===== src/rtl/sema_pkg.sv =====
package sema_pkg;
   typedef enum logic {
      OP_WAIT = 1'b0,
      OP_GO   = 1'b1
   } sema_op_e;

   localparam int NUM_FLAGS   = 2;
   localparam int NUM_CLIENTS = 2;
   localparam int SEL_W       = 1;
   localparam int FLAG_WPERM  = 0;
   localparam int FLAG_READY  = 1;
   localparam int CL_PROD     = 0;
   localparam int CL_CONS     = 1;
endpackage


===== src/rtl/sema_flag.sv =====
module sema_flag #(
   parameter int N_CL = 2
) (
   input  logic            clk,
   input  logic            rst_n,
   input  logic [N_CL-1:0] set_i,
   input  logic [N_CL-1:0] take_i,
   output logic [N_CL-1:0] take_ok_o,
   output logic            flag_o
);
   if (N_CL < 1) begin : g_bad_cl
      $error("sema_flag needs at least one client");
   end

   logic flag_q, pend_q;
   logic any_set, any_take;

   // lowest client index wins the flag
   always_comb begin
      take_ok_o = '0;
      if (flag_q) begin
         for (int i = N_CL - 1; i >= 0; i--) begin
            if (take_i[i]) take_ok_o = N_CL'(1) << i;
         end
      end
   end

   assign any_set  = |set_i;
   assign any_take = |take_ok_o;

   always_ff @(posedge clk or negedge rst_n) begin
      if (!rst_n) begin
         flag_q <= 1'b0;
         pend_q <= 1'b0;
      end else begin
         flag_q <= (flag_q & ~any_take) | (any_set & ~any_take) | pend_q;
         pend_q <= any_set & any_take;
      end
   end

   assign flag_o = flag_q;


   take_clears_chk: assert property (@(posedge clk) disable iff (!rst_n)
      any_take |=> !flag_q);

   set_holds_chk: assert property (@(posedge clk) disable iff (!rst_n)
      (any_set && !any_take) |=> flag_q);

   pend_restore_chk: assert property (@(posedge clk) disable iff (!rst_n)
      (any_set && any_take) |-> ##2 flag_q);

   single_winner_chk: assert property (@(posedge clk) disable iff (!rst_n)
      $onehot0(take_ok_o));
endmodule


===== src/rtl/sema_port.sv =====
module sema_port
   import sema_pkg::*;
#(
   parameter int N_FL = 2,
   parameter int SW   = 1
) (
   input  logic            clk,
   input  logic            rst_n,
   input  logic            req_i,
   input  logic            op_i,
   input  logic [SW-1:0]   sel_i,
   input  logic [N_FL-1:0] ok_i,
   output logic [N_FL-1:0] set_o,
   output logic [N_FL-1:0] take_o,
   output logic            gnt_o
);
   if ((1 << SW) < N_FL) begin : g_bad_sel
      $error("sema_port select too narrow for flag count");
   end

   logic gnt_q, active, win;

   assign active = req_i & ~gnt_q;

   always_comb begin
      set_o  = '0;
      take_o = '0;
      win    = 1'b0;
      if (active && int'(sel_i) < N_FL) begin
         if (op_i == OP_GO) begin
            set_o[sel_i] = 1'b1;
            win          = 1'b1;
         end else begin
            take_o[sel_i] = 1'b1;
            win           = ok_i[sel_i];
         end
      end
   end

   always_ff @(posedge clk or negedge rst_n) begin
      if (!rst_n) gnt_q <= 1'b0;
      else        gnt_q <= win;
   end

   assign gnt_o = gnt_q;


   gnt_pulse_chk: assert property (@(posedge clk) disable iff (!rst_n)
      gnt_q |=> !gnt_q);

   no_gnt_unasked_chk: assert property (@(posedge clk) disable iff (!rst_n)
      !req_i |=> !gnt_q);
endmodule


===== src/rtl/sema_mailbox.sv =====
module sema_mailbox
   import sema_pkg::*;
#(
   parameter int DATA_W     = 8,
   parameter bit CAPTURE_RD = 1'b1
) (
   input  logic              clk,
   input  logic              rst_n,
   input  logic              p_req,
   input  logic              p_op,
   input  logic              p_sel,
   input  logic              p_wr_en,
   input  logic [DATA_W-1:0] p_wr_data,
   output logic              p_gnt,
   input  logic              c_req,
   input  logic              c_op,
   input  logic              c_sel,
   output logic              c_gnt,
   output logic [DATA_W-1:0] c_rd_data
);
   if (DATA_W < 1) begin : g_bad_width
      $error("sema_mailbox DATA_W must be positive");
   end

   logic [NUM_CLIENTS-1:0]              req_v, op_v;
   logic [NUM_CLIENTS-1:0][SEL_W-1:0]   sel_v;
   logic [NUM_CLIENTS-1:0]              gnt_v;
   logic [NUM_CLIENTS-1:0][NUM_FLAGS-1:0] set_m, take_m, ok_m;
   logic [NUM_FLAGS-1:0][NUM_CLIENTS-1:0] set_t, take_t, ok_t;
   logic [NUM_FLAGS-1:0]                flag_v;

   assign req_v = {c_req, p_req};
   assign op_v  = {c_op,  p_op};
   assign sel_v = {c_sel, p_sel};

   for (genvar c = 0; c < NUM_CLIENTS; c++) begin : g_cl
      sema_port #(.N_FL(NUM_FLAGS), .SW(SEL_W)) i_port (
         .clk(clk), .rst_n(rst_n),
         .req_i(req_v[c]), .op_i(op_v[c]), .sel_i(sel_v[c]),
         .ok_i(ok_m[c]), .set_o(set_m[c]), .take_o(take_m[c]),
         .gnt_o(gnt_v[c]));
      for (genvar f = 0; f < NUM_FLAGS; f++) begin : g_xp
         assign set_t[f][c]  = set_m[c][f];
         assign take_t[f][c] = take_m[c][f];
         assign ok_m[c][f]   = ok_t[f][c];
      end
   end

   for (genvar f = 0; f < NUM_FLAGS; f++) begin : g_fl
      sema_flag #(.N_CL(NUM_CLIENTS)) i_flag (
         .clk(clk), .rst_n(rst_n),
         .set_i(set_t[f]), .take_i(take_t[f]),
         .take_ok_o(ok_t[f]), .flag_o(flag_v[f]));
   end

   assign p_gnt = gnt_v[CL_PROD];
   assign c_gnt = gnt_v[CL_CONS];

   // write token: one write per producer grant on write permission
   logic              tok_q, wr_fire;
   logic [DATA_W-1:0] value_q;
   assign wr_fire = p_wr_en & tok_q;

   always_ff @(posedge clk or negedge rst_n) begin
      if (!rst_n) begin
         tok_q   <= 1'b0;
         value_q <= '0;
      end else begin
         if (ok_m[CL_PROD][FLAG_WPERM]) tok_q <= 1'b1;
         else if (wr_fire)              tok_q <= 1'b0;
         if (wr_fire) value_q <= p_wr_data;
      end
   end

   if (CAPTURE_RD) begin : g_cap
      logic [DATA_W-1:0] rd_q;
      always_ff @(posedge clk or negedge rst_n) begin
         if (!rst_n)                         rd_q <= '0;
         else if (ok_m[CL_CONS][FLAG_READY]) rd_q <= value_q;
      end
      assign c_rd_data = rd_q;
   end else begin : g_live
      assign c_rd_data = value_q;
   end


   no_stray_write_chk: assert property (@(posedge clk) disable iff (!rst_n)
      (p_wr_en && !tok_q) |=> value_q == $past(value_q));

   token_spent_chk: assert property (@(posedge clk) disable iff (!rst_n)
      (wr_fire && !ok_m[CL_PROD][FLAG_WPERM]) |=> !tok_q);

   ready_needs_flag_chk: assert property (@(posedge clk) disable iff (!rst_n)
      ok_m[CL_CONS][FLAG_READY] |-> flag_v[FLAG_READY]);
endmodule


===== config.mk =====
export PLATFORM = sky130hd
export DESIGN_NAME = sema_mailbox
export DESIGN_NICKNAME = d
export VERILOG_FILES = /design/src/rtl/sema_pkg.sv /design/src/rtl/sema_flag.sv /design/src/rtl/sema_port.sv /design/src/rtl/sema_mailbox.sv
export SDC_FILE = /design/constraint.sdc
export NUM_CORES = 1
export LEC_CHECK = 0
export ABC_CLOCK_PERIOD_IN_PS = 2400
export CORE_MARGIN = 1
export CORE_UTILIZATION = 50
export CTS_CLUSTER_SIZE = 25
export DETAILED_ROUTE_END_ITERATION = 10
export PLACE_DENSITY = 0.8
export SLEW_MARGIN = 30
export SYNTH_ARGS = -nofsm -noshare
export SYNTH_HDL_FRONTEND = slang
export SYNTH_SLANG_ARGS = --single-unit

===== constraint.sdc =====
create_clock -name clk -period 2.4 [get_ports clk]
set_input_delay 0.48 -clock clk [delete_from_list [all_inputs] [get_ports clk]]
set_output_delay 0.48 -clock clk [all_outputs]
set_load 0.02 [all_outputs]

==> out/summary.md <==
The run gives 1 as the number of H-tree levels. Clock-pin slew was measured on the worst setup and hold paths at 0.12 ns. The ratio of routed vias to standard cells was 5.38; the maximum number of pins on one net before global-route repair was 24. In this run, post-CTS repair resized a total of 0 instances. The tools report the initial antenna violation count as 0.

Setup repair after global routing left no endpoint under its margin. The proportion of synthesized area in mux cells was 0.189; the number of buffer and inverter instances along the worst setup path was 1. The HPWL reported at the end of detailed placement is 1370 um.

For the setup slack of the most critical reg-to-reg path, the log shows 0.78 ns. The die area is 2210 um2. The path class of the tightest hold or removal check is reg2reg. The flow ran to the end, and the final reports show no timing, DRC or antenna violations. The startpoint of the worst-slack reg-to-reg timing path is g_cl[1].i_port.gnt_o. The cell with the largest stage delay on the worst path is clkdlybuf4s50_1.

The floorplan step set the die width to 47.1 um. Following the worst setup path forward leads to its endpoint at c_gnt. Signal routing reaches up to met4.

The count of port buffers added during placement was 26. The detailed router put a total of 857 um of wire on met1. The fmax came out at 522 MHz. The worst setup path is launched from a flop.

The run gives 0.567 as the sequential share of the synthesized area. Once the clock tree was built, the setup fixing pass inserted 0 buffers. Number of cells on the critical path: 1.

The arithmetic-cell share of the synthesized area counting full adders, half adders and majority gates was 0; the count of state elements after synthesis was 23. Summed over all failing endpoints, the final setup total negative slack is 0 ns. The first-pass GRT wire length is 2840 um, and the peak per-stage delay on the critical path is 0.65 ns. The global-route congestion overflow total came out at 0. After detailed routing, the average wire length per cell comes to 13.9 um.

The total DRC errors in the routed layout came out at 0. Across the run, the number of max-cap violations was 0. After clock tree synthesis, the flow added hold-fix buffers numbering 0.

Cell area after synthesis: 1010 um2. Total clock buffers created by CTS: 3. The library cell used most frequently in the layout, excluding fill and tap cells, is clkdlybuf4s50_1.

Between clock sinks in the finished design, the worst skew comes to 0.00838 ns. The clock net in this run drives a total of 23 sinks. In this run the remaining antenna-violating nets after routing total 0.

From bottom edge to top edge, the die measures 47.1 um. Core region area: 1820 um2. Across the VDD grid, the largest voltage drop is 649 uV.

The number of antenna diodes in the final layout is 0. The share of layout cells above drive strength 1 was 0.250. Data on the critical path arrives at its endpoint at 1.44 ns. The amount of wire on met3 after detailed routing was 82 um. For the number of distinct library cell variants in the gate-level netlist after synthesis, the log shows 23.

The number of nets in the synthesized netlist came out at 89. After the first detailed-routing iteration, the DRC count stood at 29. The leakage power summed over all cells was 0.560 nW.

STA classifies the critical path endpoint as an output pin. The depth of the most critical reg-to-reg path is 4. Post-synthesis compound-gate area fraction: 0.0727. In this run the critical register-to-register path is captured at c_rd_data[5].

At the pin with the least slew margin, the transition time is 0.474 ns. For the total power, the log shows 0.00136 W. The family with the most delay on the worst path is buffers and inverters. The number of pins exceeding their max-slew limit in the final report is 0, and the warning count from the yosys run is 0.

The starting density of the core is 0.557. The dominant combinational cell family by area after synthesis is multiplexers. The launching instance or port of the critical path is g_cl[1].i_port.gnt_o. Clock latency on the worst-skew pair, taken at its later pin, is 0.30 ns. The tools report the post-route core utilization as 0.742. The period utilization came out at 0.799.

The sum of routed wire length over all layers is 1800 um, and the length of routed met2 wiring is 833 um. The finished layout holds 129 standard cells, fillers aside. TritonCTS built the clock tree. The XOR/XNOR share of the synthesized area was 0.00863.

The signal on the critical path passes through clkdlybuf4s50_1. Of all nets on the critical path, the largest fanout is 9. Row generation in the floorplan step produced 15 rows. By startpoint and endpoint, the worst setup path is classified as reg2out. The congestion estimate from routability-driven global placement came to 0.884.

The tools report the required time at the worst-slack endpoint as 1.92 ns. The area growth from synthesis to layout came out at 33.2%. The multi-input combinational cells in the finished layout cover a total of 428 um2. The cell count after synthesis came out at 72. Registers take 576 um2.

Library cell used as clock root buffer: clkbuf_4. For the global routing usage summed across all routing layers, the log shows 0.191. The average instance area after synthesis works out to 14.1 um2. The worst max-slew margin expressed relative to the limit is 0.679, and the count of endpoints failing setup in the final report is 0. The tools report the number of global-route vias before repair as 628. Fill cells in the final layout number 137.

For this run, the post-layout net count is 122. The smallest clock period supported by the final layout is computed as 1.92 ns. The cell area power density was 1010 nW/um2.

Number of vias after detailed routing: 694. For the final count of hold timing violations, the log shows 0. The pre-antenna-repair detailed-routing pass consisted of 4 iterations. The clock tree buffer depth is 2.

The fraction of the mapped netlist area in simple logic gates works out to 0.152. Leaving out fill and tap cells, the most frequent cells in the layout are clkdlybuf4s50_1 (26), dfrtp_1 (23), mux2_2 (17). For this design the top-level I/O count stands at 27. The instance count after placement with tap cells included was 125.
registers in the layout (all words and copies together), names as in the netlist:
| signal | cells |
|---|---|
| c_rd_data | 8 |
| value_q | 8 |
| g_cl.i_port.gnt_o | 2 |
| g_fl.i_flag.flag_o | 2 |
| g_fl.i_flag.pend_q | 2 |
| tok_q | 1 |
report_power, final:
| group | internal [W] | switching [W] |
|---|---|---|
| clock | 0.0000646 | 0.000103 |
| sequential | 0.000550 | 0.000101 |
| combinational | 0.000324 | 0.000220 |
| total | 0.000939 | 0.000425 |
Yosys cell counts:
master / number / share of area
dfrtp_1: 23 / 0.57
mux2_2: 17 / 0.19
nand2_1: 4 / 0.015
o21ai_0: 4 / 0.020
nor3b_1: 3 / 0.022
a21o_1: 2 / 0.015
inv_1: 2 / 0.0074
nor4b_1: 2 / 0.017
a221o_2: 1 / 0.011
a311o_1: 1 / 0.0099
a32o_1: 1 / 0.0099
and4b_1: 1 / 0.0099
and4bb_4: 1 / 0.016
clkbuf_1: 1 / 0.0037
nand3b_1: 1 / 0.0074
nand4b_1: 1 / 0.0086
nand4bb_1: 1 / 0.011
nor2b_1: 1 / 0.0062
nor3_1: 1 / 0.0049
nor4b_4: 1 / 0.023
nor4bb_1: 1 / 0.0099
o21a_1: 1 / 0.0074
xnor2_1: 1 / 0.0086
logic make-up after synthesis:
group,count (synthesis)
flip-flops,23
AND/OR/NAND/NOR,18
multiplexers,17
AO/OA/AOI/OAI,10
buffers and inverters,3
XOR/XNOR,1
per-stage QoR:
step / area [um2] / setup slack (ns) / hold WS (ns)
finish: 1350 / 0.483 / 0.439
global route: 1350 / 0.391 / 0.462
CTS: 1350 / 0.465 / 0.444
detailed placement: 1330 / 0.251 / 0.417
global placement: 1330 / 0.289 / 0.410
floorplan: 1010 / 0.714 / 0.184
metal layers:
layer | global-route usage | vias up
met3 | 0.0385 | 2
met2 | 0.281 | 22
met5 | 0 | -
li1 | - | 336
met4 | 0.103 | 0
met1 | 0.267 | 334
how the worst min path moves through the flow:
stage | startpoint | endpoint | depth (start not counted)
floorplan | rst_n | c_rd_data[0] | 0
global placement | g_fl[0].i_flag.pend_q | g_fl[0].i_flag.flag_o | 1
detailed placement | g_fl[0].i_flag.pend_q | g_fl[0].i_flag.flag_o | 1
CTS | g_fl[0].i_flag.pend_q | g_fl[0].i_flag.flag_o | 1
global route | g_fl[1].i_flag.pend_q | g_fl[1].i_flag.flag_o | 1
finish | g_fl[0].i_flag.pend_q | g_fl[0].i_flag.flag_o | 1
final cells by class:
type                       count  share of cell area
sequential                    23               0.426
inverter                       2             0.00556
multi-input combinational     46               0.317
timing repair buffer          29               0.209
tap                           25              0.0231
clock buffer                   4              0.0194
Power figures use the tool's default switching activity.
